[config.mk]
export PLATFORM = sky130hd
export DESIGN_NAME = i2c_tgt_stretch
export DESIGN_NICKNAME = d
export VERILOG_FILES = /design/src/rtl/i2cs_stretch_pkg.sv /design/src/rtl/i2cs_scl_sync.sv /design/src/rtl/i2cs_hold_ctrl.sv /design/src/rtl/i2cs_irq_flag.sv /design/src/rtl/i2cs_tx_buf.sv /design/src/rtl/i2c_tgt_stretch.sv
export SDC_FILE = /design/constraint.sdc
export NUM_CORES = 1
export LEC_CHECK = 0
export CORE_AREA = 5 5 42 44
export DETAILED_ROUTE_END_ITERATION = 10
export DIE_AREA = 0 0 47 49
export HOLD_SLACK_MARGIN = 0.08
export PLACE_DENSITY_LB_ADDON = 0.3
export SETUP_SLACK_MARGIN = 0.1
export SLEW_MARGIN = 20
export SYNTH_ARGS = -nofsm -noshare
export SYNTH_HDL_FRONTEND = slang
export SYNTH_SLANG_ARGS = --single-unit
export TNS_END_PERCENT = 20
[constraint.sdc]
create_clock -name clk_i -period 2.8 [get_ports clk_i]
set_clock_uncertainty 0.2 [all_clocks]
set_input_delay 0.84 -clock clk_i [delete_from_list [all_inputs] [get_ports clk_i]]
set_output_delay 0.84 -clock clk_i [all_outputs]
set_load 0.05 [all_outputs]
[src/rtl/i2cs_stretch_pkg.sv]
package i2cs_stretch_pkg;
  typedef enum logic [1:0] {
    ST_FREE = 2'd0,  // SCL released
    ST_ARM  = 2'd1,  // hold requested, waiting for SCL low
    ST_HOLD = 2'd2   // pulling SCL low
  } hold_st_e;
endpackage

[src/rtl/i2cs_scl_sync.sv]
module i2cs_scl_sync #(
  parameter int STAGES = 2
) (
  input  logic clk_i,
  input  logic rst_ni,
  input  logic scl_i,
  output logic scl_o
);
  logic [STAGES-1:0] q;

  generate
    if (STAGES == 1) begin : g_one
      always_ff @(posedge clk_i or negedge rst_ni) begin
        if (!rst_ni) q <= 1'b1;
        else         q <= scl_i;
      end
    end else begin : g_chain
      always_ff @(posedge clk_i or negedge rst_ni) begin
        if (!rst_ni) q <= '1;
        else         q <= {q[STAGES-2:0], scl_i};
      end
    end
  endgenerate

  assign scl_o = q[STAGES-1];
endmodule

[src/rtl/i2cs_hold_ctrl.sv]
module i2cs_hold_ctrl
  import i2cs_stretch_pkg::*;
(
  input  logic clk_i,
  input  logic rst_ni,
  input  logic byte_done_i,
  input  logic rel_we_i,
  input  logic rel_wdata_i,
  input  logic scl_low_i,
  output logic scl_oe_o,
  output logic rel_o
);
  hold_st_e st_q, st_d;
  logic     hold_req;

  // hardware clear beats a software release on the same edge
  assign hold_req = byte_done_i || (rel_we_i && !rel_wdata_i && st_q == ST_FREE);

  always_comb begin
    st_d = st_q;
    if (hold_req) begin
      if (st_q != ST_HOLD) st_d = scl_low_i ? ST_HOLD : ST_ARM;
    end else if (rel_we_i && rel_wdata_i) begin
      st_d = ST_FREE;
    end else if (st_q == ST_ARM && scl_low_i) begin
      st_d = ST_HOLD;
    end
  end

  always_ff @(posedge clk_i or negedge rst_ni) begin
    if (!rst_ni) st_q <= ST_FREE;
    else         st_q <= st_d;
  end

  assign scl_oe_o = (st_q == ST_HOLD);
  assign rel_o    = (st_q == ST_FREE);
endmodule

[src/rtl/i2cs_irq_flag.sv]
module i2cs_irq_flag (
  input  logic clk_i,
  input  logic rst_ni,
  input  logic set_i,
  input  logic clr_i,
  output logic irq_o
);
  always_ff @(posedge clk_i or negedge rst_ni) begin
    if (!rst_ni)    irq_o <= 1'b0;
    else if (set_i) irq_o <= 1'b1;
    else if (clr_i) irq_o <= 1'b0;
  end
endmodule

[src/rtl/i2cs_tx_buf.sv]
module i2cs_tx_buf #(
  parameter int DATA_W = 8
) (
  input  logic              clk_i,
  input  logic              rst_ni,
  input  logic              we_i,
  input  logic              open_i,
  input  logic [DATA_W-1:0] wdata_i,
  output logic [DATA_W-1:0] data_o
);
  always_ff @(posedge clk_i or negedge rst_ni) begin
    if (!rst_ni)              data_o <= '0;
    else if (we_i && open_i)  data_o <= wdata_i;
  end
endmodule

[src/rtl/i2c_tgt_stretch.sv]
module i2c_tgt_stretch #(
  parameter int DATA_W      = 8,
  parameter int SYNC_STAGES = 2
) (
  input  logic              clk_i,
  input  logic              rst_ni,
  input  logic              scl_i,
  input  logic              byte_done_i,
  input  logic              buf_we_i,
  input  logic [DATA_W-1:0] buf_wdata_i,
  input  logic              rel_we_i,
  input  logic              rel_wdata_i,
  input  logic              irq_clr_i,
  output logic              scl_oe_o,
  output logic              rel_o,
  output logic              irq_o,
  output logic [DATA_W-1:0] tx_data_o
);
  logic scl_sync;

  i2cs_scl_sync #(.STAGES(SYNC_STAGES)) u_sync (
    .clk_i (clk_i),
    .rst_ni(rst_ni),
    .scl_i (scl_i),
    .scl_o (scl_sync)
  );

  i2cs_hold_ctrl u_hold (
    .clk_i      (clk_i),
    .rst_ni     (rst_ni),
    .byte_done_i(byte_done_i),
    .rel_we_i   (rel_we_i),
    .rel_wdata_i(rel_wdata_i),
    .scl_low_i  (!scl_sync),
    .scl_oe_o   (scl_oe_o),
    .rel_o      (rel_o)
  );

  i2cs_irq_flag u_irq (
    .clk_i (clk_i),
    .rst_ni(rst_ni),
    .set_i (byte_done_i),
    .clr_i (irq_clr_i),
    .irq_o (irq_o)
  );

  i2cs_tx_buf #(.DATA_W(DATA_W)) u_buf (
    .clk_i  (clk_i),
    .rst_ni (rst_ni),
    .we_i   (buf_we_i),
    .open_i (!rel_o),
    .wdata_i(buf_wdata_i),
    .data_o (tx_data_o)
  );
endmodule

-- Yosys cells after proc, flatten, opt, wreduce, memory -nomap -nowiden
Index checks and enable logic that the tools add are counted.
- register bits after elaboration: 13
- bits of input ports: 16
- output and inout port bits: 11
- word-level logic and storage cells: 28
- equality and inequality tests: 4
- mux-type cells: 7
- reductions and logical operators: 13
- operator list (kind ; count):
    $mux W2 ; 5
    $logic_and A1 B1 Y1 ; 5
    $ne A2 B2 Y1 const B ; 2
    $logic_not A1 Y1 ; 3
    $reduce_bool A3 Y1 ; 1
    $eq A2 B1 Y1 const B ; 1
    $eq A2 B2 Y1 const B ; 1
    $logic_not A2 Y1 ; 1
    $mux W1 ; 2
    $reduce_and A2 Y1 ; 1
    $reduce_bool A2 Y1 ; 1
    $logic_or A1 B1 Y1 ; 1

-- Depth between registers and ports, before layout
- word-level depth: 6
- depth in mapped cells: 3
- depth with buffers taken out: 3

-- Hierarchy
Synthesis repeated with hierarchy kept, for this count alone.
- cell total of the unflattened synthesis: 37
- area, all modules: 513.0 sq um
- modules (own cells, without submodules) (module ; times used ; cells an instance ; area an instance (sq um) ; sequential area each (sq um)):
    i2cs_tx_buf ; 1 ; 17 ; 296.5 ; 200.2
    i2cs_hold_ctrl ; 1 ; 13 ; 120.1 ; 50.0
    i2cs_scl_sync ; 1 ; 2 ; 52.6 ; 52.6
    i2cs_irq_flag ; 1 ; 3 ; 36.3 ; 25.0
    i2c_tgt_stretch ; 1 ; 2 ; 7.5 ; 0.0

-- Worst setup path after synthesis
No wires, ideal clock.
- path kind: reg-to-output
- start: register u_hold.st_q[1]
- end: output port scl_oe_o
- data arrival time: 1.205 ns
- setup slack: 0.555 ns
- stages on the path, launching flop included: 2
- path buffers: 0
- path through: dfrtp_1 > nor2b_1
- word-level cells in the longest chain between the ends: 1
- RTL lines (item ; line ; source):
    start: declaration ; i2cs_hold_ctrl.sv:13 ; hold_st_e st_q, st_d;
    start signal: assignment ; i2cs_hold_ctrl.sv:32 ; else st_q <= st_d;
    $eq A2 B2 Y1 ; i2cs_hold_ctrl.sv:35 ; assign scl_oe_o = (st_q == ST_HOLD);
    end: declaration ; i2c_tgt_stretch.sv:14 ; output logic scl_oe_o,
Every way passes these cells.

-- Final worst setup path
- start: register u_buf.data_o[1]
- end: output port tx_data_o[1]
- RTL lines (item ; line ; source):
    start: declaration ; i2cs_tx_buf.sv:9 ; output logic [DATA_W-1:0] data_o
    start signal: assignment ; i2cs_tx_buf.sv:13 ; else if (we_i && open_i) data_o <= wdata_i;
    end: declaration ; i2c_tgt_stretch.sv:17 ; output logic [DATA_W-1:0] tx_data_o
No word-level cell between the ends.

==> impl_metrics.yaml <==
cells_and_area:
  drive_gt1_share_pct: 23.1
  finalInstanceArea_um2: 807
  syn2layout_area_growth_pct: 61.3
  mostFrequentLayoutCells: "24 x clkdlybuf4s50_1, 11 x dfrtp_1, 8 x mux2_2, 3 x nand2_1, 3 x clkbuf_4"
  layout.nets: 82
  layout_commonest_cell: "clkdlybuf4s50_1"
  n_fill_cell: 133
  diodes: 0
hold_path:
  worstHoldStart: "u_sync.q[0]$_DFF_PN1_"
  hp-class: "register to register"
global_routing:
  grt_max_degree: 14
  grt_usage_pct: 9.74
  antenna_found_initial: 0
  grt_pass1_vias: 387
  grt_pass1_wl_mm: 1.64
  grt_overflow: 0
placed_design:
  hpwl_um: 813
  place_congestion: 0.725
  io_buffers: 26
  dpl_cell_area_um2: 778
synthesis:
  ys_seq_area_share_pct: 65.5
  avgSynthCellArea_um2: 14.3
  synth_cells: 35
  syn_nets: 51
  synth-seq-cells: 13
  synth_area_um2: 500
  ys.warnings.count: 0
  ys_types: 13
floorplanning:
  die_y_um: 49
  core_um2: 1400
  die_w_um: 47
  die-area_um2: 2300
  num_rows: 14
  initial_core_util_pct: 35.7
  io_pins: 27
sta:
  slew_violations: 0
  worst_pin_slew_ns: 0.558
  fmax_ghz: 0.405
  setup_violations: 0
  fin_crit_sh_pct: 88.1
  final.setup.tns_ns: 0
  grt_setup_unrepaired: "false"
  slew_headroom_pct: 62.7
  min_period_ns: 2.47
  finalHoldViolCount: 0
power:
  p_per_area_nw_per_um2: 769
  cellLeakagePower_nw: 0.349
  power.total_mw: 0.621
  ir_worst_vdd_v: 0.000350
worst_setup_path:
  worstPathMaxFanout: 2
  crit_start: "u_buf.data_o[1]$_DFFE_PN0P_"
  max_stage_delay_ns: 0.81
  cp_slowest_cell: "clkdlybuf4s50_1"
  critPathCaptureType: "primary output"
  worstPathRequired_ns: 1.76
  worst-path-buf-inv: 1
  worst_setup_path_start_kind: "register"
  crit_family: "buffers and inverters"
  critical_path_class: "register to primary output"
  cp.arrival_ns: 1.43
  path_cells: "clkdlybuf4s50_1"
  timing.rr.start: "u_hold.st_q[1]$_DFFE_PN0P_"
routing:
  ant_nets: 0
  via_count: 378
  finalWirelength_mm: 1.02
  firstDrtPassIters: 2
  drc: 0
  wire_per_inst_um: 12.5
  drtIter0Drc: 1
  vias_per_cell: 4.67
outcome:
  outcome: "finished, final reports clean"
clock_network:
  cts_tree: "done"
  cts_htree_levels: 1
  cts_made_buffers: 3
  cts-root-buf: "clkbuf_4"
  worstSkewPairLatency_ns: 0.26
  clk_pin_slew_worst_paths_ns: 0.07
  clockBufferDepth: 2
  cts_resized: 0
  cts_sinks: 13
  cts_hold_buf: 0
  post_cts_buffers: 0
flow_run:
  cap_viol_max_count: 0
path summary, 6_finish.rpt:
kind | to | cells after the start | slack, ns
worst max-delay path | tx_data_o[1] | 1 | 0.33
max in group asynchronous | u_sync.q[1]$_DFF_PN1_ | 1 | 1.30
worst max register to register | u_buf.data_o[3]$_DFFE_PN0P_ | 2 | 1.35
worst min register to register | u_sync.q[1]$_DFF_PN1_ | 0 | 0.16
min in group asynchronous | u_buf.data_o[0]$_DFFE_PN0P_ | 1 | 0.73
worst min-delay path | u_sync.q[1]$_DFF_PN1_ | 0 | 0.16
cells in the mapped netlist:
master	instances	area share, %
nand2_1	3	2.2
inv_1	2	1.5
mux2_2	8	18
a211oi_1	1	1.5
dfstp_2	2	10
nor2_1	1	0.75
o21ai_0	2	2.0
dfrtp_1	11	55
o21ai_4	1	3.3
o31ai_1	1	1.5
a21oi_1	1	1.0
nor2b_1	1	1.3
a22oi_1	1	1.5
worst reg2reg max path: cells and delay by family, from the launching register on:
kind | cells | cell delay (ns)
compound gates | 1 | 0.31
mux | 1 | 0.37
flops | 1 | 0.45
registers in the layout (all words and copies together), names as in the netlist:
name	flops
u_sync.q	2
u_buf.data_o	8
u_irq.irq_o	1
u_hold.st_q	2
report_power, final:
group          switching [mW]  internal [mW]  total [mW]
sequential             0.0222          0.222       0.245
clock                  0.0547         0.0551       0.110
combinational           0.163          0.104       0.267
total                   0.239          0.381       0.621
final cells by class:
cell class / instances / area (µm²) / share of cell area, %
Clock buffer: 4 / 26.3 / 3.26
Inverter: 2 / 7.51 / 0.930
Multi-Input combinational cell: 20 / 165 / 20.5
Sequential cell: 13 / 328 / 40.6
Tap cell: 16 / 20.0 / 2.48
Timing Repair Buffer: 26 / 260 / 32.2
per-layer routing:
metal / vias to the layer above / part of all wire (%) / GRT usage [%]
met3: 0 / 14 / 4.80
met2: 17 / 50 / 14.9
li1: 183 / - / -
met5: - / 0 / 0
met4: 0 / 0 / 4.15
met1: 178 / 36 / 11.1
cell families (layout without fill, tap and decap cells):
group / count (synthesis) / count (layout) / synth area share, %
and+or+nand+nor: 5 / 5 / 4.25
DFF: 13 / 13 / 65.5
buffers and inverters: 2 / 32 / 1.50
AOI/OAI and AO/OA: 7 / 7 / 10.8
muxes: 8 / 8 / 18.0
per-stage QoR:
| stage | cells | hold slack (ns) | worst slack, ns | utilization (%) |
|---|---|---|---|---|
| detailed placement | 77 | 0.151 | 0.411 | 55.5 |
| global placement | 77 | 0.146 | 0.412 | 55.5 |
| global route | 81 | 0.169 | 0.268 | 57.6 |
| CTS | 81 | 0.163 | 0.104 | 57.4 |
| finish | 81 | 0.160 | 0.334 | 57.6 |
| floorplan | 35 | 0.145 | 0.555 | - |
Note: power is estimated with default switching activity, not from simulation.
